===== src/rtl/stfwd_pkg.sv =====
package stfwd_pkg;
   typedef enum logic [1:0] {
      LK_MISS   = 2'd0,
      LK_CLEAN  = 2'd1,
      LK_ALIAS  = 2'd2
   } lookup_kind_e;
endpackage


===== src/rtl/sfb_store_queue.sv =====
module sfb_store_queue #(
   parameter int DEPTH  = 4,
   parameter int ADDR_W = 16,
   parameter int DATA_W = 16,
   localparam int PTR_W = $clog2(DEPTH)
) (
   input  logic                           clk,
   input  logic                           rst_n,
   input  logic                           push,
   input  logic [ADDR_W-1:0]              push_addr,
   input  logic [DATA_W-1:0]              push_data,
   input  logic                           pop,
   output logic [DEPTH-1:0][ADDR_W-1:0]   addr_arr,
   output logic [DEPTH-1:0][DATA_W-1:0]   data_arr,
   output logic [PTR_W:0]                 head_ptr,
   output logic [PTR_W:0]                 tail_ptr,
   output logic [PTR_W:0]                 occ,
   output logic                           full,
   output logic                           empty
);
   logic [PTR_W:0] head_q, tail_q;

   assign occ      = tail_q - head_q;
   assign full     = (occ == (PTR_W+1)'(DEPTH));
   assign empty    = (occ == '0);
   assign head_ptr = head_q;
   assign tail_ptr = tail_q;

   always_ff @(posedge clk) begin
      if (!rst_n) begin
         head_q <= '0;
         tail_q <= '0;
      end else begin
         if (push && !full) tail_q <= tail_q + 1'b1;
         if (pop && !empty) head_q <= head_q + 1'b1;
      end
   end

   generate
      for (genvar g = 0; g < DEPTH; g++) begin : g_slot
         always_ff @(posedge clk) begin
            if (!rst_n) begin
               addr_arr[g] <= '0;
               data_arr[g] <= '0;
            end else if (push && !full && tail_q[PTR_W-1:0] == PTR_W'(g)) begin
               addr_arr[g] <= push_addr;
               data_arr[g] <= push_data;
            end
         end
      end
   endgenerate
endmodule


===== src/rtl/sfb_part_match.sv =====
module sfb_part_match #(
   parameter int DEPTH   = 4,
   parameter int ADDR_W  = 16,
   parameter int MATCH_W = 8,
   localparam int PTR_W  = $clog2(DEPTH)
) (
   input  logic [DEPTH-1:0][ADDR_W-1:0] addr_arr,
   input  logic [PTR_W:0]               head_ptr,
   input  logic [PTR_W:0]               occ,
   input  logic [ADDR_W-1:0]            ld_addr,
   input  logic [PTR_W:0]               ld_bound,
   output logic                         hit,
   output logic [PTR_W-1:0]             sel
);
   logic [PTR_W:0]   older_cnt;
   logic [PTR_W-1:0] slot;

   assign older_cnt = ld_bound - head_ptr;

   // Walk from oldest to youngest; the last match seen is the youngest older store.
   always_comb begin
      hit  = 1'b0;
      sel  = '0;
      slot = '0;
      for (int k = 0; k < DEPTH; k++) begin
         slot = head_ptr[PTR_W-1:0] + PTR_W'(k);
         if ((PTR_W+1)'(k) < occ && (PTR_W+1)'(k) < older_cnt &&
             addr_arr[slot][MATCH_W-1:0] == ld_addr[MATCH_W-1:0]) begin
            hit = 1'b1;
            sel = slot;
         end
      end
   end
endmodule


===== src/rtl/sfb_order_check.sv =====
module sfb_order_check #(
   parameter int DEPTH   = 4,
   parameter int ADDR_W  = 16,
   parameter int MATCH_W = 8,
   localparam int PTR_W  = $clog2(DEPTH)
) (
   input  logic [DEPTH-1:0][ADDR_W-1:0] addr_arr,
   input  logic                         hit,
   input  logic [PTR_W-1:0]             sel,
   input  logic [ADDR_W-1:0]            ld_addr,
   output logic                         alias_bad
);
   generate
      if (MATCH_W < ADDR_W) begin : g_full_cmp
         assign alias_bad = hit && (addr_arr[sel] != ld_addr);
      end else begin : g_no_alias
         assign alias_bad = 1'b0;
      end
   endgenerate
endmodule


===== src/rtl/stfwd_buffer.sv =====
module stfwd_buffer #(
   parameter int DEPTH   = 4,
   parameter int ADDR_W  = 16,
   parameter int DATA_W  = 16,
   parameter int MATCH_W = 8,
   localparam int PTR_W  = $clog2(DEPTH)
) (
   input  logic              clk,
   input  logic              rst_n,
   input  logic              st_valid,
   input  logic [ADDR_W-1:0] st_addr,
   input  logic [DATA_W-1:0] st_data,
   output logic              st_ready,
   output logic [PTR_W:0]    sq_tail,
   input  logic              commit,
   output logic              mem_wr_valid,
   output logic [ADDR_W-1:0] mem_wr_addr,
   output logic [DATA_W-1:0] mem_wr_data,
   input  logic              ld_valid,
   input  logic [ADDR_W-1:0] ld_addr,
   input  logic [PTR_W:0]    ld_bound,
   input  logic [DATA_W-1:0] cache_data,
   output logic              rsp_valid,
   output logic [DATA_W-1:0] rsp_data,
   output logic              rsp_fwd,
   output logic              rsp_replay
);
   import stfwd_pkg::*;

   initial begin
      if (DEPTH < 2 || (1 << PTR_W) != DEPTH)
         $error("stfwd_buffer: DEPTH must be a power of two, at least 2");
      if (MATCH_W < 1 || MATCH_W > ADDR_W)
         $error("stfwd_buffer: MATCH_W must lie in 1..ADDR_W");
      if (DATA_W < 1)
         $error("stfwd_buffer: DATA_W must be positive");
   end

   logic [DEPTH-1:0][ADDR_W-1:0] addr_arr;
   logic [DEPTH-1:0][DATA_W-1:0] data_arr;
   logic [PTR_W:0]               head_ptr, occ;
   logic                         full, empty;
   logic                         hit, alias_bad;
   logic [PTR_W-1:0]             sel;
   lookup_kind_e                 kind;

   sfb_store_queue #(.DEPTH(DEPTH), .ADDR_W(ADDR_W), .DATA_W(DATA_W)) u_queue (
      .clk(clk), .rst_n(rst_n),
      .push(st_valid), .push_addr(st_addr), .push_data(st_data),
      .pop(commit),
      .addr_arr(addr_arr), .data_arr(data_arr),
      .head_ptr(head_ptr), .tail_ptr(sq_tail), .occ(occ),
      .full(full), .empty(empty)
   );

   sfb_part_match #(.DEPTH(DEPTH), .ADDR_W(ADDR_W), .MATCH_W(MATCH_W)) u_match (
      .addr_arr(addr_arr), .head_ptr(head_ptr), .occ(occ),
      .ld_addr(ld_addr), .ld_bound(ld_bound),
      .hit(hit), .sel(sel)
   );

   sfb_order_check #(.DEPTH(DEPTH), .ADDR_W(ADDR_W), .MATCH_W(MATCH_W)) u_order (
      .addr_arr(addr_arr), .hit(hit), .sel(sel), .ld_addr(ld_addr),
      .alias_bad(alias_bad)
   );

   assign st_ready     = !full;
   assign mem_wr_valid = commit && !empty;
   assign mem_wr_addr  = addr_arr[head_ptr[PTR_W-1:0]];
   assign mem_wr_data  = data_arr[head_ptr[PTR_W-1:0]];

   always_comb begin
      if (!hit)          kind = LK_MISS;
      else if (alias_bad) kind = LK_ALIAS;
      else               kind = LK_CLEAN;
   end

   always_ff @(posedge clk) begin
      if (!rst_n) begin
         rsp_valid  <= 1'b0;
         rsp_data   <= '0;
         rsp_fwd    <= 1'b0;
         rsp_replay <= 1'b0;
      end else begin
         rsp_valid  <= ld_valid;
         rsp_fwd    <= ld_valid && (kind != LK_MISS);
         rsp_replay <= ld_valid && (kind == LK_ALIAS);
         rsp_data   <= (kind == LK_MISS) ? cache_data : data_arr[sel];
      end
   end
endmodule


===== config.mk =====
export PLATFORM = sky130hd
export DESIGN_NAME = stfwd_buffer
export DESIGN_NICKNAME = d
export VERILOG_FILES = /design/src/rtl/stfwd_pkg.sv /design/src/rtl/sfb_store_queue.sv /design/src/rtl/sfb_part_match.sv /design/src/rtl/sfb_order_check.sv /design/src/rtl/stfwd_buffer.sv
export SDC_FILE = /design/constraint.sdc
export NUM_CORES = 1
export LEC_CHECK = 0
export BUFFER_PORTS_ARGS = -buffer_cell sky130_fd_sc_hd__buf_4
export CAP_MARGIN = 25
export CORE_ASPECT_RATIO = 1.5
export CORE_UTILIZATION = 40
export CTS_CLUSTER_DIAMETER = 200
export CTS_CLUSTER_SIZE = 14
export DETAILED_ROUTE_END_ITERATION = 16
export GPL_TIMING_DRIVEN = 0
export SLEW_MARGIN = 20
export SYNTH_ARGS = -nofsm -noshare
export SYNTH_HDL_FRONTEND = slang
export SYNTH_SLANG_ARGS = --single-unit

===== constraint.sdc =====
create_clock -name clk -period 3.8 [get_ports clk]
set_clock_uncertainty 0.05 [all_clocks]
set_input_delay 0.38 -clock clk [delete_from_list [all_inputs] [get_ports clk]]
set_output_delay 0.38 -clock clk [all_outputs]
set_load 0.01 [all_outputs]

Yosys cells after proc, flatten, opt, wreduce, memory -nomap -nowiden --
Cells that the tools add are included.
Operators by class: add/sub/neg operators 7, multiply operators 0, div/mod/pow operators 0, order comparisons 13, eq/ne operators 10, shift-type cells 0, mux-type cells 25, bitwise gates (word level) 0, reductions and logical operators 23
Operators with widths (count):
- $bmux 16 s2 | 7
- $mux 16 | 5
- $eq 8x8->1 | 4
- $mux 8 | 3
- $logic_and 1x1->1 | 17
- $ne 16x16->1 | 1
- $lt 2x3->1 const B | 5
- $lt 1x3->1 const A | 4
- $lt 2x3->1 const A | 4
- $mux 2 | 6
- $add 3x1->3 const B | 2
- $eq 2x2->1 const B | 3
- $sub 3x3->3 | 2
- $add 2x2->2 const B | 2
- $logic_not 2->1 | 2
- $mux 1 | 4
- $eq 3x3->1 const B | 1
- $logic_not 3->1 | 1
- $add 2x1->2 const B | 1
- $eq 2x1->1 const B | 1
- $logic_not 1->1 | 2
- $reduce_bool 2->1 | 1
Word-level totals: flip-flop bits (word level) 153, latch bits 0, RAM bits 0, memory bits (read-only) 0, input bits 72, logic and storage cells 92, memories 0

Depth between registers and ports, before layout --
Gate-level depths: netlist of the first run.
word-level depth 16, mapped depth 18

By module --
A second synthesis of the first run with hierarchy kept.
Second synthesis, totals: cells, all modules 825, area total of the unflattened synthesis 9155.0 µm²
By module, submodules not included:
- sfb_store_queue | times used 1, cells each 500, area an instance 5183.7 µm², seq. area each 2682.6 µm²
- stfwd_buffer | times used 1, cells each 139, area an instance 1884.3 µm², seq. area each 380.4 µm²
- sfb_part_match | times used 1, cells each 144, area an instance 1463.9 µm², seq. area each 0.0 µm²
- sfb_order_check | times used 1, cells each 42, area an instance 623.1 µm², seq. area each 0.0 µm²

Worst setup path after synthesis of the first run --
OpenSTA, ideal clock, no wires.
kind register to register, from register u_queue.head_q[1] (netlist: u_queue.head_ptr[1]), to register rsp_replay, data arrival time 3921 ps, required time 3621 ps, slack -300 ps, cell stages (with the launch flop) 17, path buffers 3, clock period less this slack 4100 ps, cells stage by stage dfxtp_1 ha_1 clkbuf_1 buf_2 buf_2 mux2i_1 xnor2_1 nor3_1 o211ai_1 nor3_1 mux2_2 a2111oi_0 mux2i_1 xor2_1 nand4_1 nor4_1 a31oi_1
Between the ends: cells in the longest elaborated chain, start to end 16, elaborated cells on any way between the ends 49, classes of those cells 5 x add/sub; 8 x order compare; 6 x eq/ne; 20 x mux; 10 x reduce/logical
Ends and longest elaborated chain:
- start: declaration | line sfb_store_queue.sv:21 | logic [PTR_W:0] head_q, tail_q;
- start signal: assignment | line sfb_store_queue.sv:35 | if (pop && !empty) head_q <= head_q + 1'b1;
- $sub 3x3->3, or another cell as far along | line sfb_store_queue.sv:23 | assign occ = tail_q - head_q;
- $lt 1x3->1, or another cell as far along | line sfb_part_match.sv:27 | if ((PTR_W+1)'(k) < occ && (PTR_W+1)'(k) < older_cnt &&
- $logic_and 1x1->1, or another cell as far along | line sfb_part_match.sv:27
- $logic_and 1x1->1 / $eq 8x8->1 (equally long branches) | line sfb_part_match.sv:27, sfb_part_match.sv:28
- $mux 2 / $logic_and 1x1->1 (equally long branches) | line sfb_part_match.sv:27
- $mux 2 (3 in a row) | line sfb_part_match.sv:27
- $bmux 16 s2 | line sfb_order_check.sv:15 | assign alias_bad = hit && (addr_arr[sel] != ld_addr);
- $mux 16 (implied by the code) | line sfb_order_check.sv:15
- $ne 16x16->1 | line sfb_order_check.sv:15
- $logic_and 1x1->1 | line sfb_order_check.sv:15
- $mux 2 | line stfwd_buffer.sv:74 | else if (alias_bad) kind = LK_ALIAS;
- $mux 2 * | line stfwd_buffer.sv:73 | if (!hit) kind = LK_MISS;
- $eq 2x2->1 * | line stfwd_buffer.sv:87 | rsp_replay <= ld_valid && (kind == LK_ALIAS);
- $logic_and 1x1->1 * | line stfwd_buffer.sv:87
- end signal: assignment | line stfwd_buffer.sv:87
- end: declaration | line stfwd_buffer.sv:26 | output logic rsp_replay
Every way passes the cells marked *; elsewhere a longest branch is shown, timed or not. The select of a mux whose other input is x is not followed. A chain may end at the register's enable or synchronous reset.

Worst setup path in the final report of the first run --
from register u_queue.head_q[0] (netlist: u_queue.head_ptr[0]), to register rsp_replay
Same word-level chain as after synthesis.

==> results of run 1 <==
## critical path, stage by stage, from the launching register on
cell and delay [ns]:
dfxtp_4 0.36, ha_1 0.29, clkbuf_8 0.14, buf_12 0.13, mux4_2 0.54, xnor2_2 0.27, o2111a_2 0.27, buf_4 0.13
nand3_1 0.13, nand2_2 0.20, clkbuf_4 0.25, o221ai_1 0.15, a22oi_1 0.37, o21a_1 0.16, a31oi_1 0.07, nor4_4 0.25
a31oi_1 0.10
## timing repair
action / in CTS / in global routing
gates cloned: 2 / 1
buffers inserted: 37 / 21
gates resized for setup: 115 / 48
setup endpoints to repair: 42 / 37
pin swaps: 33 / 23
## sequential cells by signal, summed over array words and instances (netlist names)
signal and cells:
rsp_fwd 1, u_queue.tail_ptr 3, rsp_data 16, rsp_replay 1
u_queue.data_arr 64, rsp_valid 1, u_queue.addr_arr 64, u_queue.head_ptr 3
## kinds of logic after synthesis
kind of cell | count (synthesis) | synth area share
adder cells (fa/ha/maj) | 9 | 0.01278
buffers and inverters | 110 | 0.06089
AO/OA/AOI/OAI | 255 | 0.1938
XOR/XNOR | 51 | 0.04761
multiplexers | 117 | 0.2110
flip-flops | 153 | 0.3067
AND/OR/NAND/NOR | 390 | 0.1673
## metrics by stage
| step | setup TNS [ns] | instances | util |
|---|---|---|---|
| after floorplan | 0 | 1085 | - |
| after global placement | -30.81 | 1527 | 0.4622 |
| after detailed placement | -30.97 | 1527 | 0.4622 |
| after CTS | -0.5407 | 1594 | 0.5168 |
| after global routing | -2.428 | 1615 | 0.5326 |
| final | -0.7508 | 1615 | 0.5326 |
## layout make-up
type	instances	area share
Buffer	92	0.04951
Clock buffer	17	0.03269
Clock inverter	15	0.01442
Inverter	14	0.004038
Multi-Input combinational cell	822	0.5195
Sequential cell	153	0.2362
Tap cell	324	0.03115
Timing Repair Buffer	178	0.1125
## metal layers
metal | vias up | part of all wire | wire length (um) | track usage
met5 | - | 0.00036 | 13 | 0
met1 | 4638 | 0.38 | 13450 | 0.3229
met4 | 2 | 0.061 | 2185 | 0.1792
met3 | 110 | 0.048 | 1703 | 0.04219
met2 | 344 | 0.51 | 18420 | 0.4983
li1 | 4305 | - | - | -
## path summary, 6_finish.rpt
check,cells past startpoint,start,slack (ns),to
max,16,u_queue.head_ptr[0],-0.19,rsp_replay
min,2,ld_valid,0.13,rsp_valid
max reg2reg,16,u_queue.head_ptr[0],-0.19,rsp_replay
min reg2reg,2,u_queue.data_arr[41],0.43,u_queue.data_arr[41]
## placed cells by master (no fill, tap or decap), types with 6 or more instances in the layout
cell type,netlist,routed
nor3_1,12,6
clkbuf_1,67,57
inv_6,0,6
nor2_1,28,26
mux2i_1,44,43
nand3_1,11,9
inv_1,14,13
nand2_1,282,279
xnor2_2,0,20
nor2b_1,20,20
clkbuf_16,0,18
ha_1,7,6
dfxtp_1,153,150
o21ai_0,15,12
and2_1,7,7
o22ai_1,6,6
and3_1,8,8
a21boi_0,130,130
buf_12,3,8
xnor2_1,42,22
a211oi_1,6,6
mux4_2,51,65
a21oi_1,14,14
o221ai_1,26,22
buf_4,1,165
xor2_1,7,7
buf_6,3,16
clkbuf_8,10,11
## power by group
group	leakage (nW)	internal [mW]	switching, mW	total (mW)
Combinational	3.12	1.48	1.65	3.14
Clock	0.297	1.05	0.747	1.79
Sequential	1.25	1.79	0.240	2.03
Total	4.66	4.33	2.64	6.97
==> flow_metrics.env, run 1 <==
export IMPL_fin_crit_ns=3.992
export IMPL_power_total_mw=6.967
export IMPL_fp_dieArea_um2=25620
export IMPL_via_count=9399
export IMPL_fmax_mhz=250.5
export IMPL_design_area_um2=13010
export IMPL_yosysSeqAreaShare=0.3067
export IMPL_setup_violations=8
export IMPL_grt_pass1_wl_um=53880
export IMPL_cts_buffer_depth=2
export IMPL_antenna_found_initial=1
export IMPL_period_share=1.051
export IMPL_synth_area_leaders="dfxtp_1 31%, mux4_2 12%, nand2_1 11%"
export IMPL_cts_sinks=153
export IMPL_rows=70
export IMPL_diodes=0
export IMPL_ys_types=76
export IMPL_netlist_area_um2=9987
export IMPL_slew_viol_final=0
export IMPL_ctsHtreeMaxLevel=4
export IMPL_multi_input_area_um2=6760
export IMPL_dpl_hpwl_um=25620
export IMPL_clock_latency_ns=0.44
export IMPL_fp_dieW_um=131.0
export IMPL_via_per_inst=5.820
export IMPL_min_path_type="in -> reg"
export IMPL_rsz0062_at_grt="yes"
export IMPL_grt_pass1_vias=9286
export IMPL_routabilityCongestion=0.9257
export IMPL_seq_area_um2=3074
export IMPL_postCtsHoldBufs=0
export IMPL_syn_instance_count=1085
export IMPL_synth_top_flop_cell="dfxtp_1"
export IMPL_synth_most_common_cell="nand2_1"
export IMPL_cp_end_kind="register"
export IMPL_syn2layout_area_growth_pct=30.31
export IMPL_placed_area_um2=11290
export IMPL_synth_top_area_share=0.3067
export IMPL_nNetsFinal=1359
export IMPL_path_class="reg -> reg"
export IMPL_synth_nets=1166
export IMPL_fillers=2229
export IMPL_io_pins=128
export IMPL_timing_final_ws_setup_ns=-0.1922
export IMPL_arrival_ns=4.26
export IMPL_required_ns=4.07
export IMPL_maxCapViolCount=0
export IMPL_synth_edf_count=0
export IMPL_synth_common_cells="282 x nand2_1, 153 x dfxtp_1, 130 x a21boi_0"
export IMPL_yosysWarnings=0
export IMPL_outcome="complete, but fails checks"
export IMPL_p_leak_nw=4.660
export IMPL_synthArstFlopShare=0
export IMPL_ys_ff_latch=153
export IMPL_post_route_cells_drive_above_1_share=0.3083
export IMPL_dr_pass1_iters=5
export IMPL_yosysTopAreaCell="dfxtp_1"
export IMPL_grt_overflow_total=0
export IMPL_crit_fanout=10
export IMPL_grtUsageTotal=0.2868
export IMPL_start_kind="register"
export IMPL_postRouteAntennaNets=0
export IMPL_core_um2=24440
export IMPL_grt_max_degree=17
export IMPL_ir_drop_v=0.0003540
export IMPL_drc=0
export IMPL_die_y_um=195.5
export IMPL_cts_root_buf="clkbuf_16"
export IMPL_worstMarginPinSlew_ns=0.7768
export IMPL_start_util=0.4087
export IMPL_portBuffers=118
export IMPL_maxSlewHeadroom=0.4821
export IMPL_pwr_density_cell_nw_per_um2=535.3
export IMPL_clk_pin_slew_worst_paths_ns=0.07
export IMPL_hold_viol_final=0
export IMPL_pre_cts_ws_ns=-1.103
export IMPL_cts_tree="built"
export IMPL_avgSynthCellArea_um2=9.205
export IMPL_wire_per_inst_um=22.15
export IMPL_violations="setup timing"
export IMPL_first_iter_violations=712
export IMPL_numCtsBuffers=17
export IMPL_timing_hold_ws_ns=0.1332
export IMPL_drt_total_wl_um=35770
Power figures use the tool's default switching activity.
==> inputs of run 2 (changes only) <==
Settings changed: SKIP_CTS_REPAIR_TIMING from default to 1.
==> run 2 against run 1 <==
Net effect: the run still ends with setup timing left; worst setup slack got worse by 0.010 ns; final area decreased by 0.17%; largest cell class unchanged; hold slack gained 0.0011 ns; via count grew 0.72%; critical path depth stayed put; clock power barely moved.
==> flow_metrics.env, run 2 (synthesis results as in run 1) <==
export IMPL_outcome="complete, but fails checks"
export IMPL_violations="setup timing"
export IMPL_dpl_hpwl_um=25620
export IMPL_required_ns=4.07
export IMPL_grt_pass1_vias=8985
export IMPL_rows=70
export IMPL_min_path_type="in -> reg"
export IMPL_timing_hold_ws_ns=0.1343
export IMPL_p_leak_nw=4.612
export IMPL_cts_root_buf="clkbuf_16"
export IMPL_hold_viol_final=0
export IMPL_portBuffers=118
export IMPL_syn2layout_area_growth_pct=30.08
export IMPL_path_class="reg -> reg"
export IMPL_final_cell_mix="280 x nand2_1, 167 x buf_4, 150 x dfxtp_1"
export IMPL_slew_viol_final=0
export IMPL_first_iter_violations=701
export IMPL_maxCapViolCount=0
export IMPL_worstMarginPinSlew_ns=0.7514
export IMPL_ctsHtreeMaxLevel=4
export IMPL_drt_total_wl_um=35710
export IMPL_reg2regPathDepth=16
export IMPL_routabilityCongestion=0.9257
export IMPL_nNetsFinal=1355
export IMPL_period_share=1.053
export IMPL_cts_sinks=153
export IMPL_maxSlewHeadroom=0.4991
export IMPL_fin_crit_ns=4.002
export IMPL_setup_violations=10
export IMPL_layout_commonest_cell="nand2_1"
export IMPL_clk_pin_slew_worst_paths_ns=0.07
export IMPL_wire_per_inst_um=22.16
export IMPL_postRouteAntennaNets=0
export IMPL_die_y_um=195.5
export IMPL_diodes=0
export IMPL_timing_final_ws_setup_ns=-0.2024
export IMPL_crit_fanout=6
export IMPL_drc=0
export IMPL_rsz0062_at_grt="yes"
export IMPL_finalSetupTns_ns=-0.9943
export IMPL_arrival_ns=4.27
export IMPL_via_count=9467
export IMPL_power_total_mw=6.998
export IMPL_post_route_cells_drive_above_1_share=0.3061
export IMPL_grt_pass1_wl_um=52410
export IMPL_fp_dieW_um=131.0
export IMPL_via_per_inst=5.876
export IMPL_grt_max_degree=17
export IMPL_cp_end_kind="register"
export IMPL_fmax_mhz=249.9
export IMPL_whs_path_depth=2
export IMPL_pwr_density_cell_nw_per_um2=538.6
export IMPL_numCtsBuffers=17
export IMPL_fp_dieArea_um2=25620
export IMPL_start_util=0.4087
export IMPL_antenna_found_initial=0
export IMPL_grt_overflow_total=0
export IMPL_cts_buffer_depth=2
export IMPL_io_pins=128
export IMPL_ir_drop_v=0.0003703
export IMPL_top_regs="u_queue.addr_arr (64), u_queue.data_arr (64), rsp_data (16)"
export IMPL_start_kind="register"
export IMPL_clock_latency_ns=0.44
export IMPL_dr_pass1_iters=5
export IMPL_cts_tree="built"
export IMPL_grtUsageTotal=0.2799
export IMPL_core_um2=24440
run 2: per-stage QoR:
| stage | area (um2) | util | setup slack [ns] | cells |
|---|---|---|---|---|
| 3_5_place_dp | 11290 | 0.4622 | -1.103 | 1527 |
| 5_1_grt | 12990 | 0.5316 | -0.3455 | 1611 |
| 3_3_place_gp | 11290 | 0.4622 | -1.071 | 1527 |
| 6_report | 12990 | 0.5316 | -0.2024 | 1611 |
| 4_1_cts | 11910 | 0.4873 | -1.395 | 1559 |
| 2_1_floorplan | 10000 | - | 0.02225 | 1085 |
run 2: area by class of cell:
class	count	area, um2
tap	324	405.4
buffer	92	620.6
multi-input combinational	822	6829
sequential	153	3072
inverter	14	52.55
timing repair buffer	174	1399
clock inverter	15	187.7
clock buffer	17	425.4
fill	2239	11440
run 2: metal layers:
layer,up-vias,share of wire,track usage
met5,-,0,0
li1,4306,-,-
met1,4647,0.37,0.3133
met4,0,0.061,0.1737
met3,105,0.051,0.04219
met2,409,0.51,0.4883
run 2: worst max-delay path, stage by stage (launching register included):
cell,delay (ns)
dfxtp_4,0.37
buf_6,0.13
buf_4,0.13
buf_8,0.13
mux4_2,0.53
xnor2_2,0.21
and3_4,0.21
or4b_4,0.52
buf_8,0.16
o21ai_4,0.10
buf_4,0.17
o221a_2,0.18
a2bb2oi_1,0.31
o211ai_1,0.14
o31a_2,0.15
nor4_4,0.29
a31oi_1,0.10
run 2: path summary, 6_finish.rpt:
check / start / end / slack, ns
hold / removal: ld_valid / rsp_valid / 0.13
hold reg to reg: u_queue.data_arr[41] / u_queue.data_arr[41] / 0.43
setup / recovery: u_queue.head_ptr[0] / rsp_replay / -0.20
setup reg to reg: u_queue.head_ptr[0] / rsp_replay / -0.20
run 2: report_power, final:
part,total [mW],internal (mW),leakage [nW],switching (mW)
logic,3.17,1.50,3.07,1.67
registers,2.04,1.79,1.25,0.244
clock network,1.79,1.05,0.297,0.743
total,7.00,4.34,4.61,2.66
==> inputs of run 3 (changes only) <==
--- a/constraint.sdc
+++ b/constraint.sdc
@@ -4,2 +4,2 @@
 set_output_delay 0.38 -clock clk [all_outputs]
-set_load 0.01 [all_outputs]
+set_load 0.02 [all_outputs]
==> run 3 against run 2 <==
Net effect: the flow still finishes with violations (setup timing); core utilization rose by 0.077 points; worst setup slack got worse by 0.029 ns; routed wire length barely moved; largest cell class unchanged.
==> flow_metrics.env, run 3 (synthesis results as in run 1) <==
export IMPL_place_inst=1527
export IMPL_fin_crit_ns=4.031
export IMPL_hold_start="ld_valid"
export IMPL_min_path_type="in -> reg"
export IMPL_drt_total_wl_um=35740
export IMPL_period_share=1.061
export IMPL_layout_commonest_cell="nand2_1"
export IMPL_p_leak_nw=4.673
export IMPL_outcome="complete, but fails checks"
export IMPL_antenna_found_initial=0
export IMPL_arrival_ns=4.29
export IMPL_pwr_density_cell_nw_per_um2=553.6
export IMPL_r2r_start="u_queue.head_ptr[0]"
export IMPL_reg2regPathDepth=17
export IMPL_rr_endpoint="rsp_replay"
export IMPL_crit_slowest_cell="mux4_2"
export IMPL_cts_buffer_depth=2
export IMPL_timing_hold_ws_ns=0.1338
export IMPL_postRouteAntennaNets=0
export IMPL_wire_per_inst_um=22.14
export IMPL_final_util=0.5324
export IMPL_maxCapViolCount=0
export IMPL_die_y_um=195.5
export IMPL_finalSetupTns_ns=-2.226
export IMPL_ir_drop_v=0.0003061
export IMPL_cts_root_buf="clkbuf_16"
export IMPL_max_stage_delay_ns=0.54
export IMPL_required_ns=4.06
export IMPL_syn2layout_area_growth_pct=30.27
export IMPL_hold_viol_final=0
export IMPL_crit_fanout=7
export IMPL_fp_dieW_um=131.0
export IMPL_fp_dieArea_um2=25620
export IMPL_grt_max_degree=17
export IMPL_dpl_hpwl_um=25750
export IMPL_r2r_setup_slack_ns=-0.23
export IMPL_grt_pass1_wl_um=52360
export IMPL_start_kind="register"
export IMPL_drc=0
export IMPL_cp_end_kind="register"
export IMPL_fillers=2266
export IMPL_crit_family="simple AND/OR/NAND/NOR gates"
export IMPL_core_um2=24440
export IMPL_violations="setup timing"
export IMPL_whs_path_depth=2
export IMPL_setup_violations=17
export IMPL_io_pins=128
export IMPL_top_regs="u_queue.addr_arr (64), u_queue.data_arr (64), rsp_data (16)"
export IMPL_worstMarginPinSlew_ns=0.8611
export IMPL_ctsHtreeMaxLevel=4
export IMPL_via_count=9392
export IMPL_slew_viol_final=0
export IMPL_cp_num_buf_inv=5
export IMPL_dr_pass1_iters=6
export IMPL_instances_no_fill=1614
export IMPL_start_util=0.4087
export IMPL_cts_sinks=153
export IMPL_rows=70
export IMPL_post_route_cells_drive_above_1_share=0.3023
export IMPL_numCtsBuffers=17
export IMPL_nNetsFinal=1358
export IMPL_fmax_mhz=248.1
export IMPL_crit_path_frequent_cell="buf_12"
export IMPL_clk_pin_slew_worst_paths_ns=0.07
export IMPL_portBuffers=118
export IMPL_final_cell_mix="280 x nand2_1, 168 x buf_4, 150 x dfxtp_1"
export IMPL_path_class="reg -> reg"
export IMPL_via_per_inst=5.819
export IMPL_routabilityCongestion=0.9117
export IMPL_maxSlewHeadroom=0.4259
export IMPL_timing_final_ws_setup_ns=-0.2310
export IMPL_design_area_um2=13010
export IMPL_diodes=0
export IMPL_grtUsageTotal=0.2773
export IMPL_rsz0062_at_grt="yes"
export IMPL_seq_area_um2=3074
export IMPL_multi_input_area_um2=6716
export IMPL_first_iter_violations=658
export IMPL_cts_tree="built"
export IMPL_placed_area_um2=11300
export IMPL_crit_chain="buf_12 > buf_12 > buf_8 > mux4_2 > xnor2_2 > nand4_1 > or4_4 > buf_8 > o32a_1 > o31a_4 > nand2_8 > buf_12 > mux2i_2 > xor2_1 > nand4_1 > nor4_2 > a31oi_1"
export IMPL_grt_overflow_total=0
export IMPL_clock_latency_ns=0.43
export IMPL_hold_path_end="rsp_valid"
export IMPL_grt_pass1_vias=9050
-- run 3: where the power goes --
| group | switching [mW] | internal [mW] |
|---|---|---|
| logic | 1.74 | 1.50 |
| registers | 0.249 | 1.79 |
| clock network | 0.746 | 1.18 |
| total | 2.73 | 4.47 |
-- run 3: worst reg2reg max path: cells and delay by family (launching register included) --
family / cells / cell delay, ns
buffers and inverters: 5 / 0.65
xor gates and xnor gates: 2 / 0.43
and+or+nand+nor: 5 / 1.12
AOI/OAI and AO/OA: 3 / 0.54
DFF: 1 / 0.38
muxes: 2 / 0.75
-- run 3: worst max path at each step --
stage | start | endpoint | slack (ns) | depth (start not counted)
after floorplan | u_queue.head_ptr[0] | rsp_replay | 0.003 | 15
after CTS | u_queue.head_ptr[0] | mem_wr_data[12] | -1.35 | 10
after global routing | u_queue.head_ptr[0] | rsp_replay | -0.35 | 17
after global placement | u_queue.head_ptr[0] | rsp_data[15] | -1.03 | 13
after detailed placement | ld_bound[0] | rsp_data[15] | -1.08 | 16
final | u_queue.head_ptr[0] | rsp_replay | -0.23 | 17
-- run 3: area by class of cell --
class,count,area share
multi-input cells,822,0.5163
clock buffers,19,0.03568
well taps,324,0.03116
plain buffers,92,0.04886
clock inverters,13,0.01558
inverters,14,0.004039
flip-flops and latches,153,0.2363
repair buffers,177,0.1121
-- run 3: metrics by stage --
| step | total power [mW] | setup WS (ns) |
|---|---|---|
| floorplan | 3.860 | 0.002703 |
| global placement | 4.768 | -1.029 |
| detailed placement | 4.801 | -1.085 |
| CTS | 6.722 | -1.349 |
| global route | 7.513 | -0.3504 |
| finish | 7.202 | -0.2310 |
-- run 3: metal layers --
layer / global-route usage / routed length (um) / up-vias
met1: 0.3127 / 13270 / 4580
met5: 0 / 0 / -
met4: 0.1643 / 1944 / 0
met3: 0.03205 / 1801 / 112
li1: - / - / 4301
met2: 0.4919 / 18720 / 399
